**config.mk**
```make
export PLATFORM = sky130hd
export DESIGN_NAME = pkt_mmu
export DESIGN_NICKNAME = d
export VERILOG_FILES = /design/src/rtl/pkt_mmu_pkg.sv /design/src/rtl/pkt_mmu_lowfree.sv /design/src/rtl/pkt_mmu_popcnt.sv /design/src/rtl/pkt_mmu_shiftq.sv /design/src/rtl/pkt_mmu.sv
export SDC_FILE = /design/constraint.sdc
export NUM_CORES = 1
export LEC_CHECK = 0
export ABC_AREA = 1
export ABC_CLOCK_PERIOD_IN_PS = 3100
export BUFFER_PORTS_ARGS = -buffer_cell sky130_fd_sc_hd__buf_4
export CORE_AREA = 2 2 96 98
export DETAILED_ROUTE_END_ITERATION = 6
export DIE_AREA = 0 0 98 100
export PLACE_DENSITY = 0.72
export REMOVE_ABC_BUFFERS = 1
export SLEW_MARGIN = 20
export SYNTH_ARGS = -nofsm -noshare
export SYNTH_HDL_FRONTEND = slang
export SYNTH_SLANG_ARGS = --single-unit
```
**constraint.sdc**
```tcl
create_clock -name clk -period 3.1 [get_ports clk]
set_clock_uncertainty 0.1 [all_clocks]
set_input_delay 0.31 -clock clk [delete_from_list [all_inputs] [get_ports clk]]
set_output_delay 0.31 -clock clk [all_outputs]
set_load 0.05 [all_outputs]
```
**src/rtl/pkt_mmu_pkg.sv**
```systemverilog
package pkt_mmu_pkg;
   localparam logic [7:0] NO_PAGE      = 8'h80;
   localparam logic [7:0] ACK_CLR_MASK = 8'hD6;
   localparam logic [7:0] STATUS_RST   = 8'h04;
   localparam int BIT_RX     = 0;
   localparam int BIT_TXDONE = 1;
   localparam int BIT_TXIDLE = 2;
   localparam int BIT_ALLOC  = 3;

   typedef enum logic [2:0] {
      OP_NOP     = 3'd0,
      OP_TXALLOC = 3'd1,
      OP_MMURST  = 3'd2,
      OP_RXPOP   = 3'd3,
      OP_RXPOPRL = 3'd4,
      OP_RELEASE = 3'd5,
      OP_TXENQ   = 3'd6,
      OP_TXRST   = 3'd7
   } mmu_op_e;
endpackage

```
**src/rtl/pkt_mmu_lowfree.sv**
```systemverilog
module pkt_mmu_lowfree #(
   parameter int N = 4,
   localparam int IW = (N > 1) ? $clog2(N) : 1
) (
   input  logic [N-1:0]  used,
   output logic          found,
   output logic [IW-1:0] idx
);
   always_comb begin
      found = 1'b0;
      idx   = '0;
      for (int i = N - 1; i >= 0; i--) begin
         if (!used[i]) begin
            found = 1'b1;
            idx   = IW'(i);
         end
      end
   end
endmodule

```
**src/rtl/pkt_mmu_popcnt.sv**
```systemverilog
module pkt_mmu_popcnt #(
   parameter int N = 4,
   localparam int CW = $clog2(N + 1)
) (
   input  logic [N-1:0]  bits,
   output logic [CW-1:0] cnt
);
   always_comb begin
      cnt = '0;
      for (int i = 0; i < N; i++) cnt = cnt + CW'(bits[i]);
   end
endmodule

```
**src/rtl/pkt_mmu_shiftq.sv**
```systemverilog
module pkt_mmu_shiftq #(
   parameter int DEPTH = 4,
   parameter int W     = 2,
   localparam int CW   = $clog2(DEPTH + 1)
) (
   input  logic          clk,
   input  logic          rst_n,
   input  logic          clr,
   input  logic          push,
   input  logic          pop,
   input  logic [W-1:0]  din,
   output logic [W-1:0]  head,
   output logic [CW-1:0] count,
   output logic          occ_nxt
);
   logic [W-1:0]  q  [DEPTH];
   logic [W-1:0]  qn [DEPTH];
   logic [CW-1:0] cn;

   // pop first, then push into the freed slot, clear wins over both
   always_comb begin
      qn = q;
      cn = count;
      if (pop && count != '0) begin
         for (int i = 0; i < DEPTH - 1; i++) qn[i] = q[i + 1];
         qn[DEPTH-1] = '0;
         cn = count - CW'(1);
      end
      if (push && cn != CW'(DEPTH)) begin
         for (int i = 0; i < DEPTH; i++) begin
            if (CW'(i) == cn) qn[i] = din;
         end
         cn = cn + CW'(1);
      end
      if (clr) cn = '0;
   end

   always_ff @(posedge clk) begin
      if (!rst_n) begin
         count <= '0;
         for (int i = 0; i < DEPTH; i++) q[i] <= '0;
      end else begin
         count <= cn;
         q     <= qn;
      end
   end

   assign head    = q[0];
   assign occ_nxt = (cn != '0);
endmodule

```
**src/rtl/pkt_mmu.sv**
```systemverilog
module pkt_mmu
   import pkt_mmu_pkg::*;
#(
   parameter int NUM_PAGES = 4,
   localparam int CNT_W    = $clog2(NUM_PAGES + 1)
) (
   input  logic             clk,
   input  logic             rst_n,
   input  logic             cmd_valid,
   input  logic [2:0]       cmd_op,
   input  logic [7:0]       cmd_pnum,
   input  logic             auto_release,
   input  logic             rx_req,
   output logic             rx_grant,
   output logic [7:0]       rx_page,
   output logic             tx_valid,
   output logic [7:0]       tx_page,
   input  logic             tx_done,
   input  logic             ack_we,
   input  logic [7:0]       ack_data,
   input  logic             mask_we,
   input  logic [7:0]       mask_data,
   output logic [7:0]       alloc_result,
   output logic [7:0]       rx_head,
   output logic [7:0]       done_head,
   output logic [CNT_W-1:0] pages_used,
   output logic [7:0]       int_status,
   output logic [7:0]       int_mask,
   output logic             mmu_busy,
   output logic             irq
);
   localparam int IDX_W = (NUM_PAGES > 1) ? $clog2(NUM_PAGES) : 1;

   if (NUM_PAGES < 2 || NUM_PAGES > 128) begin : g_bad_pages
      $error("pkt_mmu: NUM_PAGES must lie in 2..128");
   end

   mmu_op_e op;
   assign op = mmu_op_e'(cmd_op);

   logic do_txalloc, do_mmurst, do_rxpop, do_rxpoprl, do_release, do_txenq, do_txrst;
   assign do_txalloc = cmd_valid && op == OP_TXALLOC;
   assign do_mmurst  = cmd_valid && op == OP_MMURST;
   assign do_rxpop   = cmd_valid && op == OP_RXPOP;
   assign do_rxpoprl = cmd_valid && op == OP_RXPOPRL;
   assign do_release = cmd_valid && op == OP_RELEASE;
   assign do_txenq   = cmd_valid && op == OP_TXENQ;
   assign do_txrst   = cmd_valid && op == OP_TXRST;

   logic pnum_ok;
   assign pnum_ok = cmd_pnum < 8'(NUM_PAGES);

   logic [NUM_PAGES-1:0] used_q, used_n, used_b, grant_oh, rel_oh;
   logic [7:0]           res_q, res_n, res_a, st_q, st_n, mask_q;

   // queue wires
   logic [IDX_W-1:0] txq_head, rxq_head, dq_head;
   logic [CNT_W-1:0] txq_cnt, rxq_cnt, dq_cnt;
   logic             txq_occ_nxt, rxq_occ_nxt, dq_occ_nxt;

   // receive grant is judged on the used pages at the start of the cycle
   logic             rx_free_ok;
   logic [IDX_W-1:0] rx_free_idx;
   pkt_mmu_lowfree #(.N(NUM_PAGES)) u_rx_find (
      .used(used_q), .found(rx_free_ok), .idx(rx_free_idx));

   assign rx_grant = rx_req && rx_free_ok && !do_mmurst;
   assign rx_page  = rx_grant ? 8'(rx_free_idx) : NO_PAGE;
   assign grant_oh = rx_grant ? (NUM_PAGES'(1) << rx_free_idx) : '0;

   logic tx_fire;
   assign tx_fire = tx_done && txq_cnt != '0;

   always_comb begin
      rel_oh = '0;
      if (tx_fire && auto_release)          rel_oh[txq_head]             = 1'b1;
      if (do_rxpoprl && rxq_cnt != '0)      rel_oh[rxq_head]             = 1'b1;
      if (do_release && pnum_ok)            rel_oh[cmd_pnum[IDX_W-1:0]]  = 1'b1;
   end

   assign used_b = (used_q | grant_oh) & ~rel_oh;

   logic             tx_free_ok;
   logic [IDX_W-1:0] tx_free_idx;
   pkt_mmu_lowfree #(.N(NUM_PAGES)) u_tx_find (
      .used(used_b), .found(tx_free_ok), .idx(tx_free_idx));

   // a result of NO_PAGE is a pending transmit allocation: it completes
   // as soon as a page is free, which only a release can bring about
   logic take;
   assign res_a = do_txalloc ? NO_PAGE : res_q;
   assign take  = (res_a == NO_PAGE) && tx_free_ok && !do_mmurst;

   always_comb begin
      used_n = take ? (used_b | (NUM_PAGES'(1) << tx_free_idx)) : used_b;
      res_n  = take ? 8'(tx_free_idx) : res_a;
      if (do_mmurst) begin
         used_n = '0;
         res_n  = 8'h00;
      end
   end

   always_comb begin
      st_n = st_q;
      if (ack_we)     st_n = st_n & ~(ack_data & ACK_CLR_MASK);
      if (do_txalloc) st_n[BIT_ALLOC] = 1'b0;
      if (take)       st_n[BIT_ALLOC] = 1'b1;
      if (do_rxpop || do_rxpoprl) st_n[BIT_RX] = rxq_occ_nxt;
      else if (rx_grant)          st_n[BIT_RX] = 1'b1;
      if (dq_occ_nxt)   st_n[BIT_TXDONE] = 1'b1;
      if (!txq_occ_nxt) st_n[BIT_TXIDLE] = 1'b1;
   end

   always_ff @(posedge clk) begin
      if (!rst_n) begin
         used_q <= '0;
         res_q  <= 8'h00;
         st_q   <= STATUS_RST;
         mask_q <= 8'h00;
      end else begin
         used_q <= used_n;
         res_q  <= res_n;
         st_q   <= st_n;
         if (mask_we) mask_q <= mask_data;
      end
   end

   pkt_mmu_shiftq #(.DEPTH(NUM_PAGES), .W(IDX_W)) u_txq (
      .clk(clk), .rst_n(rst_n), .clr(do_txrst || do_mmurst),
      .push(do_txenq && pnum_ok), .pop(tx_fire), .din(cmd_pnum[IDX_W-1:0]),
      .head(txq_head), .count(txq_cnt), .occ_nxt(txq_occ_nxt));

   pkt_mmu_shiftq #(.DEPTH(NUM_PAGES), .W(IDX_W)) u_doneq (
      .clk(clk), .rst_n(rst_n), .clr(do_txrst || do_mmurst),
      .push(tx_fire && !auto_release), .pop(ack_we && ack_data[BIT_TXDONE]),
      .din(txq_head), .head(dq_head), .count(dq_cnt), .occ_nxt(dq_occ_nxt));

   pkt_mmu_shiftq #(.DEPTH(NUM_PAGES), .W(IDX_W)) u_rxq (
      .clk(clk), .rst_n(rst_n), .clr(do_mmurst),
      .push(rx_grant), .pop(do_rxpop || do_rxpoprl), .din(rx_free_idx),
      .head(rxq_head), .count(rxq_cnt), .occ_nxt(rxq_occ_nxt));

   pkt_mmu_popcnt #(.N(NUM_PAGES)) u_used_cnt (.bits(used_q), .cnt(pages_used));

   assign tx_valid     = txq_cnt != '0;
   assign tx_page      = 8'(txq_head);
   assign rx_head      = (rxq_cnt == '0) ? NO_PAGE : 8'(rxq_head);
   assign done_head    = (dq_cnt == '0) ? NO_PAGE : 8'(dq_head);
   assign alloc_result = res_q;
   assign int_status   = st_q;
   assign int_mask     = mask_q;
   assign mmu_busy     = 1'b0;
   assign irq          = |(st_q & mask_q);
endmodule

```
# Yosys cells after proc, flatten, opt, wreduce, memory -nomap -nowiden
# Index checks and enable logic that the tools add are counted.
# W data, S select, Z words.
# word_totals
inputBits	35
out_inout_bits	63
ff_bits	61
n_memories	0
mem_bits_rw	0
latch_bits	0
romBits	0
# op_classes
eq_ne	20
order_cmp	7
muxes	65
shift	2
n_addsub	9
n_reduce_logical	49
n_bitwise	10
div_mod_pow	0
mul	0
# ops
operator	n
$mux W8	10
$mux W2	21
$logic_and A1 B1 Y1	27
$mux W3	9
$mux W4	6
$reduce_bool A3 Y1	8
$eq A2 B3 Y1 const A	6
$and A8 B8 Y8	2
$mux W1	16
$or A4 B4 Y4	4
$logic_not A3 Y1	5
$eq A3 B3 Y1 const B	4
$add A3 B1 Y3 const B	3
$eq A1 B3 Y1 const A	3
$lt A2 B3 Y1 const B	3
$ne A3 B3 Y1 const B	3
$sub A3 B1 Y3 const B	3
$eq A8 B8 Y1 const B	1
$lt A8 B3 Y1 const B	1
$not A8 Y8	1
$reduce_or A8 Y1	1
$shl A1 B2 Y4 const A	2
$add A3 B1 Y3	2
$demux W1 S2	3
other kinds (13)	18

# Logic depth before layout (Yosys ltp)
# Gate-level depths: netlist (run 1).
# depth
ltp_word	18
ltp_mapped	17
depth_no_buf	17

# Cells and area by module
# A second synthesis (run 1) with hierarchy kept.
# hier_totals
cells_unflattened	639
area_unflattened_um2	4370.4
# by_module_without_submodules
mod	cells_each	area_each_um2	n_inst
pkt_mmu_shiftq	122	874.6	3
pkt_mmu	247	1610.3	1
pkt_mmu_lowfree	9	36.3	2
pkt_mmu_popcnt	8	63.8	1

# Least setup slack after synthesis (run 1)
# OpenSTA, ideal clock, no wires.
# synth_timing
path_type	register -> register
start	register u_rxq.count[0]
end	register res_q[0], in the netlist alloc_result[0]
path_stages_with_launch	15
setup_time_ns	0.113
path_slack_ns	0.641
arrival_ns	2.246
path_buffers	0
path_cell_list	dfxtp_1 > inv_1 > ha_1 > inv_1 > nor2_4 > nor2_1 > nand3_1 > nand2_1 > inv_1 > nand3_1 > nor2_1 > nand2_2 > nand2_4 > nor2_1 > nor2_1
# synth_between
elab_chain_cells	14
word_cells_on_any_way	18
# synth_rtl
element	line_no	text
from (decl)	pkt_mmu_shiftq.sv:13	output logic [CW-1:0] count,
from (signal assigned)	pkt_mmu_shiftq.sv:43	count <= cn;
$reduce_bool A3 Y1 *	pkt_mmu.sv:77	if (do_rxpoprl && rxq_cnt != '0) rel_oh[rxq_head] = 1'b1;
$logic_and A1 B1 Y1 *	pkt_mmu.sv:77	
$mux W4 *	pkt_mmu.sv:77	
$or A4 B4 Y4 (no line)	n/a	
$mux W4 *	pkt_mmu.sv:78	if (do_release && pnum_ok) rel_oh[cmd_pnum[IDX_W-1:0]] = 1'b1;
$not A4 Y4 *	pkt_mmu.sv:81	assign used_b = (used_q | grant_oh) & ~rel_oh;
$and A4 B4 Y4 *	pkt_mmu.sv:81	
$mux W1 (4 in series)	pkt_mmu_lowfree.sv:13	if (!used[i]) begin
$logic_and A1 B1 Y1 (2 in series)	pkt_mmu.sv:92	assign take = (res_a == NO_PAGE) && tx_free_ok && !do_mmurst;
$mux W2 *	pkt_mmu.sv:96	res_n = take ? 8'(tx_free_idx) : res_a;
to (signal assigned)	pkt_mmu.sv:122	res_q <= res_n;
to (decl)	pkt_mmu.sv:54	logic [7:0] res_q, res_n, res_a, st_q, st_n, mask_q;
# Every way passes the cells marked *; elsewhere a longest branch is shown, timed or not.
# A chain may end at the register's enable or synchronous reset.

# Worst setup path in the final report (run 1)
# layout_timing
start	register u_doneq.count[0]
end	register st_q[1], in the netlist int_status[1]
# layout_between
elab_chain_cells	9
word_cells_on_any_way	12
# layout_rtl
element	line_no	text
from (decl)	pkt_mmu_shiftq.sv:13	
from (signal assigned)	pkt_mmu_shiftq.sv:43	
parallel branches: the longest is 2 deep, another holds $sub A3 B1 Y3	n/a	
$mux W3 *	pkt_mmu_shiftq.sv:24	if (pop && count != '0) begin
parallel branches: the longest is 2 deep, another holds $add A3 B1 Y3	n/a	
$mux W3 *	pkt_mmu_shiftq.sv:29	if (push && cn != CW'(DEPTH)) begin
$mux W3 *	pkt_mmu_shiftq.sv:35	if (clr) cn = '0;
$reduce_bool A3 Y1 *	pkt_mmu_shiftq.sv:49	assign occ_nxt = (cn != '0);
$mux W1 / $reduce_bool A2 Y1 (equally long branches)	n/a	
to (signal assigned)	pkt_mmu.sv:123	st_q <= st_n;
to (decl)	pkt_mmu.sv:54	
# Every way passes the cells marked *.

==> impl_metrics.csv, run 1 <==
group,metric,value,unit
outcome,status,"finished clean",
clock_network,cts_tree,"yes",
sta,maxSlewViolCount,0,
grt,grt_max_degree,38,
grt,antenna_found_initial,0,
sta,max_freq,0.373,GHz
grt,grt_overflow,0,
drt,num_vias,3555,
clock_network,post_cts_buffers,0,
clock_network,cts-root-buf,"clkbuf_8",
drt,drt_first_iter_violations,193,
setup_path,r2r_setup_slack,0.42,ns
min_path,whs_path_depth,2,
die,die-area,9800,µm²
sta,finalHoldViolCount,0,
grt,use_met3,0.0397,
sta,layout_min_cycle_time,2.68,ns
setup_path,timing.rr.start,"u_doneq.count[0]",
die,initial_core_util,0.436,
clock_network,htree_levels,3,
setup_path,critPathMostFrequentCell,"nand2_1",
job,cap_violations,0,
setup_path,crit_buf_inv,5,
synthesis,yosysTopAreaCell,"dfxtp_1",
power_and_ir_drop,p_per_area,638,nW/µm²
grt,grt_usage,0.184,
grt,grt_pass1_vias,3324,
clock_network,cts_made_buffers,9,
grt,use_met1,0.225,
drt,wirelength,8840,µm
final_layout,drive_gt1_frac,0.228,
drt,wire_per_inst,12.0,µm
setup_path,crit_type,"reg -> reg",
synthesis,ys_seq_area_frac,0.310,
setup_path,cpPeakStageDelay,0.43,ns
synthesis,synthDistinctLibCells,44,
min_path,hold_start,"ack_data[6]",
sta,fin_setup_tns,0,ns
sta,min_period_over_period,0.865,
clock_network,clk_pin_slew,0.07,ns
placement,io_buffers,71,
drt,postRouteAntennaNets,0,
die,die_x,98,µm
die,core,8890,µm²
clock_network,postCtsResizedCells,0,
synthesis,ys_warn_count,0,
grt,grt_busiest_layer,"met2",
setup_path,r2r_end,"int_status[1]",
setup_path,worstPathRequired,3.22,ns
drt,dr.pass1.iters,4,
grt,grt_pass1_wl,14800,µm
placement,place.gp.congestion,0.920,
synthesis,avgSynthCellArea,7.08,µm²
sta,setup_viol,0,
final_layout,area_growth,18.8,%
final_layout,final_cell_mix,"109 x nand2_1, 72 x buf_4, 67 x nor2_1, 65 x inv_1, 60 x dfxtp_1",
setup_path,path_depth,17,
clock_network,clock_latency,0.34,ns
synthesis,netlist_area,3870,µm²
drt,drc,0,
setup_path,arrival,2.80,ns
grt,use_met2,0.321,
power_and_ir_drop,vdd_drop_max,337,µV
synthesis,ys_top_cells_by_area,"dfxtp_1 31%, nand2_1 11%, ha_1 7.4%, nor2_1 6.5%, inv_1 6.3%",
sta,rsz0062_at_grt,"no",
setup_path,r2r_cells,17,
die,rows,35,
setup_path,end_kind,"flop",
setup_path,path_delay_family,"simple AND/OR/NAND/NOR gates",
setup_path,cp-start-kind,"flop",
placement,dp_hpwl,6890,µm
synthesis,syn_inst,547,
drt,viasPerCell,4.84,
setup_path,worst-path-max-fanout,10,
placement,pre_cts_ws,0.417,ns
sta,maxSlewHeadroom,0.623,
clock_network,cts_sinks,60,
min_path,whs_endpoint,"int_status[6]",
clock_network,postCtsHoldBufs,0,
final_layout,diodes,0,
setup_path,crit_slowest_cell,"dfxtp_1",
power_and_ir_drop,leakage,2.16,nW
synthesis,ys_ff_latch,60,
die,die_h,100,µm
min_path,hp-class,"in -> reg",
sta,worst_pin_slew,0.564,ns
final_layout,nNetsFinal,677,
final_layout,layout_commonest_cell,"nand2_1",
setup_path,crit_chain,"inv_1 -> ha_1 -> nand2_1 -> inv_2 -> nor2_4 -> buf_4 -> xor2_4 -> inv_2 -> ha_1 -> o211ai_1 -> nand2_1 -> inv_1 -> nand2_1 -> nand3_1 -> nand2_1 -> nor2_1 -> nor2_1",
clock_network,cts_buffer_depth,2,
synthesis,yosysTopAreaCellShare,0.310,
die,pin_count,98,
sta,setup_slack,0.418,ns
-- worst register-to-register path, stage by stage, from the launching register on --
cell	delay [ns]
dfxtp_1	0.43
inv_1	0.10
ha_1	0.20
nand2_1	0.07
inv_2	0.06
nor2_4	0.20
buf_4	0.20
xor2_4	0.20
inv_2	0.07
ha_1	0.21
o211ai_1	0.13
nand2_1	0.16
inv_1	0.11
nand2_1	0.05
nand3_1	0.09
nand2_1	0.06
nor2_1	0.08
nor2_1	0.04
-- report_power, final --
part	switching [mW]	internal (mW)
registers	0.0556	0.844
clock network	0.322	0.473
logic	0.861	0.382
total	1.24	1.70
-- metrics by stage --
stage               instance area [µm²]  utilization  hold slack (ns)  std cells  total power, mW
floorplan                          3700            -            0.297        535             1.85
CTS                                4600        0.518           0.0197        734             2.96
detailed placement                 4380        0.492            0.343        718             2.16
global placement                   4380        0.492            0.339        718             2.13
global route                       4600        0.518           0.0176        734             3.14
finish                             4600        0.518           0.0346        734             2.94
-- routing by layer --
metal / routed length [µm] / up-vias
li1: - / 1836
met1: 3900 / 1602
met2: 4340 / 101
met3: 432 / 16
met4: 163 / 0
met5: 0 / -
-- cells by family (layout without fill, tap and decap cells) --
kind of cell    after synthesis  in the layout  synth area share
simple gates                246            246             0.304
buf+inv                     108            162             0.139
compound gates              103            103             0.145
flops                        60             60             0.310
fa+ha+maj                    24             24            0.0794
xor+xnor                      5              5            0.0210
other cells                   1             23          0.000968
-- worst max-delay path by stage --
stage	from	slack [ns]	endpoint
after global routing	u_doneq.count[0]	0.08	u_doneq.q[1]
after CTS	u_doneq.count[0]	0.40	int_status[1]
after global placement	u_doneq.count[0]	0.48	int_status[1]
after floorplan	used_q[2]	0.20	rx_page[1]
after detailed placement	u_doneq.count[0]	0.42	int_status[1]
final	u_doneq.count[0]	0.42	int_status[1]
-- sequential cells by signal (all words and copies together), names as in the netlist, 3 cells and up --
| name | cells |
|---|---|
| u_txq.q | 6 |
| int_mask | 8 |
| u_doneq.q | 6 |
| int_status | 7 |
| used_q | 4 |
| u_doneq.count | 3 |
| u_rxq.q | 6 |
| u_txq.count | 3 |
| alloc_result | 8 |
| u_rxq.count | 3 |
-- final cells by class --
cell class	count	area, µm²
Timing Repair Buffer	72	541
Tap cell	111	139
Clock inverter	6	87.6
Sequential cell	60	1200
Multi-Input combinational cell	401	2220
Clock buffer	10	138
Fill cell	862	4290
Inverter	74	280
-- synthesized netlist by cell type, drive strengths merged --
cell type,n
ha,23
nor4,1
o31ai,2
xnor2,1
o211ai,1
fa,1
inv,73
dfxtp,60
a21oi,42
nand3b,2
clkbuf,3
nor3,2
a22o,1
xor2,4
o22ai,1
clkinv,1
o21a,1
nand2,129
o21ai,54
buf,31
nand4,8
a221oi,1
conb,1
nor2,81
nand3,23
Power figures use the tool's default switching activity.
==> run 2, diff against run 1 <==
--- a/config.mk
+++ b/config.mk
@@ -5,15 +5,16 @@
 export SDC_FILE = /design/constraint.sdc
 export NUM_CORES = 1
 export LEC_CHECK = 0
-export ABC_AREA = 1
+export ABC_AREA = 0
 export ABC_CLOCK_PERIOD_IN_PS = 3100
 export BUFFER_PORTS_ARGS = -buffer_cell sky130_fd_sc_hd__buf_4
-export CORE_AREA = 2 2 96 98
+export CORE_AREA = 2 2 114 116
 export DETAILED_ROUTE_END_ITERATION = 6
-export DIE_AREA = 0 0 98 100
-export PLACE_DENSITY = 0.72
+export DIE_AREA = 0 0 116 118
+export PLACE_DENSITY = 0.53
 export REMOVE_ABC_BUFFERS = 1
 export SLEW_MARGIN = 20
 export SYNTH_ARGS = -nofsm -noshare
 export SYNTH_HDL_FRONTEND = slang
 export SYNTH_SLANG_ARGS = --single-unit
+export TNS_END_PERCENT = 30
==> run 2 against run 1 <==
Against the previous run:
- critical path depth down 2
- via count shrank 7.7%
- core utilization fell by 15 points
- design area grew 0.19%
- register-to-register slack lost 0.13 ns
==> impl_metrics.csv, run 2 <==
group,metric,value,unit
synthesis,yosysTopAreaCellShare,0.328,
synthesis,avgSynthCellArea,8.35,µm²
drt,postRouteAntennaNets,0,
sta,max_freq,0.356,GHz
setup_path,crit_type,"reg -> reg",
setup_path,crit_start,"u_rxq.count[0]",
grt,grt_max_degree,31,
clock_network,cts_tree,"yes",
synthesis,yosysMostFrequentCell,"dfxtp_1",
final_layout,fill_cells,1305,
clock_network,cts_buffer_depth,2,
setup_path,end_kind,"flop",
clock_network,cts-root-buf,"clkbuf_16",
synthesis,synthSimpleGateAreaFrac,0.253,
setup_path,cp-start-kind,"flop",
setup_path,r2r_setup_slack,0.29,ns
final_layout,diodes,0,
placement,io_buffers,71,
final_layout,final_cell_mix,"82 x buf_4, 60 x dfxtp_1, 55 x nand2_1, 42 x nor2_1, 26 x a21oi_1",
synthesis,muxShareOfSynthArea,0.0482,
setup_path,cp-endpoint,"int_status[0]",
drt,wire_per_inst,14.1,µm
min_path,hp-class,"in -> reg",
sta,finalHoldViolCount,0,
synthesis,ys_top_cells_by_area,"dfxtp_1 33%, ha_1 7.9%, nand2_1 5.6%, buf_4 5.5%, nor2_1 4.3%",
die,die_x,116,µm
synthesis,async_flop_share,0,
final_layout,layout_commonest_cell,"buf_4",
placement,postPlaceCellArea,4300,µm²
final_layout,postLayoutCellArea,4610,µm²
sta,rsz0062_at_grt,"no",
drt,num_vias,3280,
power_and_ir_drop,vdd_drop_max,232,µV
sta,hold_slack,0.0564,ns
clock_network,clk_pin_slew,0.05,ns
synthesis,ys_ff_latch,60,
setup_path,arrival,2.92,ns
grt,grt_usage,0.146,
die,initial_core_util,0.295,
synthesis,synth_common_cells,"60 x dfxtp_1, 55 x nand2_1, 42 x nor2_1",
synthesis,ys_seq_area_frac,0.328,
drt,drt_first_iter_violations,164,
synthesis,syn_inst,438,
setup_path,timing.rr.start,"u_rxq.count[0]",
drt,drc,0,
die,die-area,13700,µm²
final_layout,area_growth,26.0,%
sta,worst_pin_slew,0.588,ns
sta,setup_viol,0,
clock_network,htree_levels,3,
synthesis,netlist_area,3660,µm²
final_layout,drive_gt1_frac,0.222,
grt,antenna_found_initial,0,
synthesis,synth_compound_area_frac,0.174,
clock_network,postCtsHoldBufs,0,
drt,viasPerCell,4.76,
clock_network,clock_latency,0.33,ns
sta,min_period_over_period,0.906,
final_layout,nNetsFinal,571,
die,die_h,118,µm
grt,grt_pass1_wl,15900,µm
final_layout,final_util,0.371,
placement,dp_hpwl,7650,µm
grt,grt_pass1_vias,3268,
power_and_ir_drop,leakage,1.92,nW
sta,layout_min_cycle_time,2.81,ns
sta,setup_slack,0.291,ns
synthesis,synth_top_family_by_area,"simple AND/OR/NAND/NOR gates",
synthesis,synth-xor-area-share,0.0168,
outcome,status,"finished clean",
setup_path,r2r_end,"int_status[0]",
drt,wirelength,9730,µm
synthesis,synth_enable_flop_cells,0,
die,pin_count,98,
power_and_ir_drop,p_per_area,548,nW/µm²
synthesis,synth_top_flop_cell,"dfxtp_1",
setup_path,r2r_cells,15,
clock_network,cts_sinks,60,
synthesis,synthAdderAreaFrac,0.0841,
clock_network,cts_made_buffers,9,
synthesis,synthDistinctLibCells,67,
synthesis,yosysTopAreaCell,"dfxtp_1",
sta,maxSlewViolCount,0,
die,rows,41,
placement,place.gp.congestion,0.845,
sta,maxSlewHeadroom,0.605,
placement,pre_cts_ws,0.00167,ns
setup_path,worst-path-max-fanout,5,
synthesis,ys_warn_count,0,
grt,grt_overflow,0,
drt,dr.pass1.iters,4,
die,core,12400,µm²
setup_path,worstPathRequired,3.21,ns
sta,fin_setup_tns,0,ns
job,cap_violations,0,
run 2: worst max-delay path, stage by stage, from the launching register on:
cell and delay, ns:
dfxtp_1 0.37, inv_1 0.11, ha_1 0.25, nand2b_1 0.15, inv_1 0.11, a21oi_2 0.21, buf_4 0.18, a21oi_2 0.06
inv_1 0.08, ha_1 0.18, nand4bb_1 0.12, a21oi_1 0.23, a311o_1 0.22, o21ai_0 0.10, a21oi_1 0.15, a21oi_1 0.07
run 2: final cells by class:
| type | count | area, µm² | share of cell area |
|---|---|---|---|
| timing repair buffer | 82 | 616 | 0.134 |
| tap | 172 | 215 | 0.0467 |
| sequential | 60 | 1200 | 0.261 |
| clock inverter | 5 | 50.0 | 0.0109 |
| multi-input combinational | 338 | 2200 | 0.477 |
| clock buffer | 11 | 253 | 0.0548 |
| inverter | 21 | 78.8 | 0.0171 |
run 2: how the worst min path moves through the flow:
stage / from / endpoint / slack, ns / depth (start not counted)
detailed placement: int_status[6] / int_status[6] / 0.34 / 2
global route: ack_data[4] / int_status[4] / 0.05 / 2
CTS: ack_data[6] / int_status[6] / 0.04 / 2
finish: ack_data[6] / int_status[6] / 0.06 / 2
global placement: int_status[6] / int_status[6] / 0.34 / 2
floorplan: ack_we / int_status[4] / 0.30 / 1
run 2: logic make-up after synthesis:
logic type,after synthesis
adders and majority gates,24
buffers and inverters,62
AOI/OAI and AO/OA,90
xor gates and xnor gates,7
DFF,60
muxes,17
and+or+nand+nor,177
other,1
run 2: through the flow:
step           total power [mW]  instances
6_report                   2.53        689
2_1_floorplan              1.32        419
3_3_place_gp               1.53        672
3_5_place_dp               1.54        672
5_1_grt                    2.65        689
4_1_cts                    2.55        688
run 2: metal layers:
metal,GRT usage,vias to the layer above,part of all wire
met2,0.247,79,0.49
met5,0,-,0
li1,-,1651,-
met3,0.0443,8,0.042
met4,0.0394,0,0.0076
met1,0.180,1542,0.46
run 2: timing repair:
action                                  in CTS  in global routing
gates cloned                                 0                  0
endpoints found under the setup margin       2                  2
resized for setup                            1                  0
setup buffers                                0                  1
pin swaps                                    0                  1
run 2: report_power, final:
group	internal, mW	switching (mW)	leakage, nW
Sequential	0.813	0.0401	0.487
Clock	0.659	0.341	0.155
Combinational	0.228	0.444	1.27
Total	1.70	0.826	1.92
==> run 3, diff against run 2 <==
--- a/config.mk
+++ b/config.mk
@@ -6,7 +6,7 @@
 export NUM_CORES = 1
 export LEC_CHECK = 0
 export ABC_AREA = 0
-export ABC_CLOCK_PERIOD_IN_PS = 3100
+export ABC_CLOCK_PERIOD_IN_PS = 3120
 export BUFFER_PORTS_ARGS = -buffer_cell sky130_fd_sc_hd__buf_4
 export CORE_AREA = 2 2 114 116
 export DETAILED_ROUTE_END_ITERATION = 6
==> constraint.sdc (replaced) <==
create_clock -name clk -period 3.12 [get_ports clk]
set_clock_uncertainty 0.1 [all_clocks]
set_input_delay 0.312 -clock clk [delete_from_list [all_inputs] [get_ports clk]]
set_output_delay 0.312 -clock clk [all_outputs]
set_load 0.05 [all_outputs]
==> run 3 against run 2 <==
Against the previous run:
- sequential power shrank 0.6%
- critical endpoint is now u_rxq.q[0]
- fmax shrank 1.7%
- largest cell class unchanged
- clock-buffer cell count grew 1
- worst setup slack lost 0.028 ns
==> impl_metrics.csv, run 3 (same netlist as run 2, synthesis figures left out) <==
group,metric,value,unit
outcome,status,"finished clean",
final_layout,diodes,0,
power_and_ir_drop,cellInternalPower,1.79,mW
power_and_ir_drop,vdd_drop_max,245,µV
power_and_ir_drop,p_per_area,562,nW/µm²
die,core,12400,µm²
drt,viasPerCell,4.73,
setup_path,cp-start-kind,"flop",
setup_path,arrival,2.98,ns
final_layout,drive_gt1_frac,0.222,
grt,grt_max_degree,31,
grt,grt_overflow,0,
setup_path,worst-path-max-fanout,5,
min_path,hp-class,"in -> reg",
drt,num_vias,3262,
power_and_ir_drop,clockPowerShare,0.420,
placement,dp_hpwl,7600,µm
drt,wirelength,9730,µm
setup_path,crit_chain,"inv_1 -> ha_1 -> nand2b_1 -> inv_1 -> a21oi_4 -> xnor2_1 -> inv_1 -> ha_1 -> buf_4 -> a311oi_2 -> nand2_1 -> and3b_1 -> o21a_1",
sta,finalHoldViolCount,0,
clock_network,postCtsHoldBufs,0,
job,cap_violations,0,
sta,hold_slack,0.0578,ns
clock_network,clock_latency,0.33,ns
grt,use_met1,0.183,
setup_path,end_kind,"flop",
grt,grt_busiest_layer,"met2",
die,rows,41,
grt,use_met2,0.249,
final_layout,layout_commonest_cell,"buf_4",
setup_path,crit_buf_inv,4,
clock_network,cts_made_buffers,9,
power_and_ir_drop,seqPwrFrac,0.324,
clock_network,cts_sinks,60,
sta,rsz0062_at_grt,"no",
final_layout,area_growth,27.2,%
clock_network,cts_tree,"yes",
sta,maxSlewViolCount,0,
sta,worst_pin_slew,0.590,ns
sta,fin_setup_tns,0,ns
grt,grt_pass1_vias,3245,
clock_network,htree_levels,3,
drt,drt_first_iter_violations,166,
power_and_ir_drop,leakage,1.93,nW
grt,use_met3,0.0448,
clock_network,cts_buffer_depth,2,
final_layout,nNetsFinal,571,
final_layout,final_cell_mix,"82 x buf_4, 60 x dfxtp_1, 55 x nand2_1, 42 x nor2_1, 26 x a21oi_1",
die,initial_core_util,0.295,
sta,min_period_over_period,0.916,
setup_path,worstPathRequired,3.24,ns
clock_network,cts-root-buf,"clkbuf_16",
die,pin_count,98,
power_and_ir_drop,net-switching-power,0.821,mW
setup_path,crit_type,"reg -> reg",
sta,layout_min_cycle_time,2.86,ns
drt,dr.pass1.iters,4,
grt,antenna_found_initial,0,
setup_path,cpPeakStageDelay,0.36,ns
grt,grt_usage,0.147,
grt,grt_pass1_wl,16100,µm
die,die-area,13700,µm²
die,die_x,116,µm
placement,place.gp.congestion,0.829,
placement,io_buffers,71,
drt,postRouteAntennaNets,0,
power_and_ir_drop,combPwrFrac,0.255,
sta,setup_viol,0,
setup_path,path_delay_family,"compound AO/OA/AOI/OAI gates",
drt,drc,0,
clock_network,clk_pin_slew,0.05,ns
sta,max_freq,0.350,GHz
sta,maxSlewHeadroom,0.604,
die,die_h,118,µm
setup_path,crit_slowest_cell,"dfxtp_1",
final_layout,fin_cells,689,
power_and_ir_drop,switching_share,0.314,
drt,wire_per_inst,14.1,µm
placement,dp_cells,672,
setup_path,critPathMostFrequentCell,"inv_1",
==> run 3: repair_timing <==
item / in CTS / in global routing
endpoints found under the setup margin: 0 / 3
buffers inserted: 0 / 1
resized for setup: 0 / 2
endpoints found under the hold margin: 0 / 0
==> run 3: final timing paths <==
path,startpoint,end,slack [ns],depth (start not counted)
setup reg to reg,u_rxq.count[0],u_rxq.q[0],0.26,13
setup / recovery,u_rxq.count[0],u_rxq.q[0],0.26,13
hold reg to reg,int_status[4],int_status[4],0.35,2
hold / removal,ack_data[6],int_status[6],0.06,2
==> run 3: cell type report <==
type | count | area, µm²
well taps | 172 | 215
clock inverters | 4 | 70.1
clock buffers | 12 | 267
inverters | 21 | 78.8
fillers | 1295 | 7760
flip-flops and latches | 60 | 1200
multi-input cells | 338 | 2200
repair buffers | 82 | 616
==> run 3: stage by stage <==
stage	instance area (µm²)	worst slack [ns]	utilization	power, mW
6_report	4650	0.263	0.375	2.61
5_1_grt	4650	0.00414	0.375	2.74
4_1_cts	4630	0.0571	0.373	2.63
3_5_place_dp	4300	0.0833	0.346	1.52
2_1_floorplan	3470	-0.545	-	1.31
3_3_place_gp	4300	0.133	0.346	1.51
==> run 3: power groups by stage <==
stage               combinational (mW)  sequential, mW  clock, mW
floorplan                        0.411           0.901          0
global placement                 0.653           0.861          0
detailed placement               0.661           0.862          0
CTS                              0.664           0.847       1.12
global route                     0.726           0.853       1.16
finish                           0.668           0.848       1.10
==> run 3: worst register-to-register path: stages, from the launching register on <==
cell      delay (ns)
dfxtp_1         0.36
inv_1           0.10
ha_1            0.25
nand2b_1        0.16
inv_1           0.12
a21oi_4         0.17
xnor2_1         0.17
inv_1           0.11
ha_1            0.23
buf_4           0.15
a311oi_2        0.33
nand2_1         0.16
and3b_1         0.19
o21a_1          0.16
==> run 3: routing by layer <==
metal	vias to the layer above	routed length, µm
li1	1656	-
met1	1519	4390
met2	79	4810
met3	8	435
met4	0	95
met5	-	0
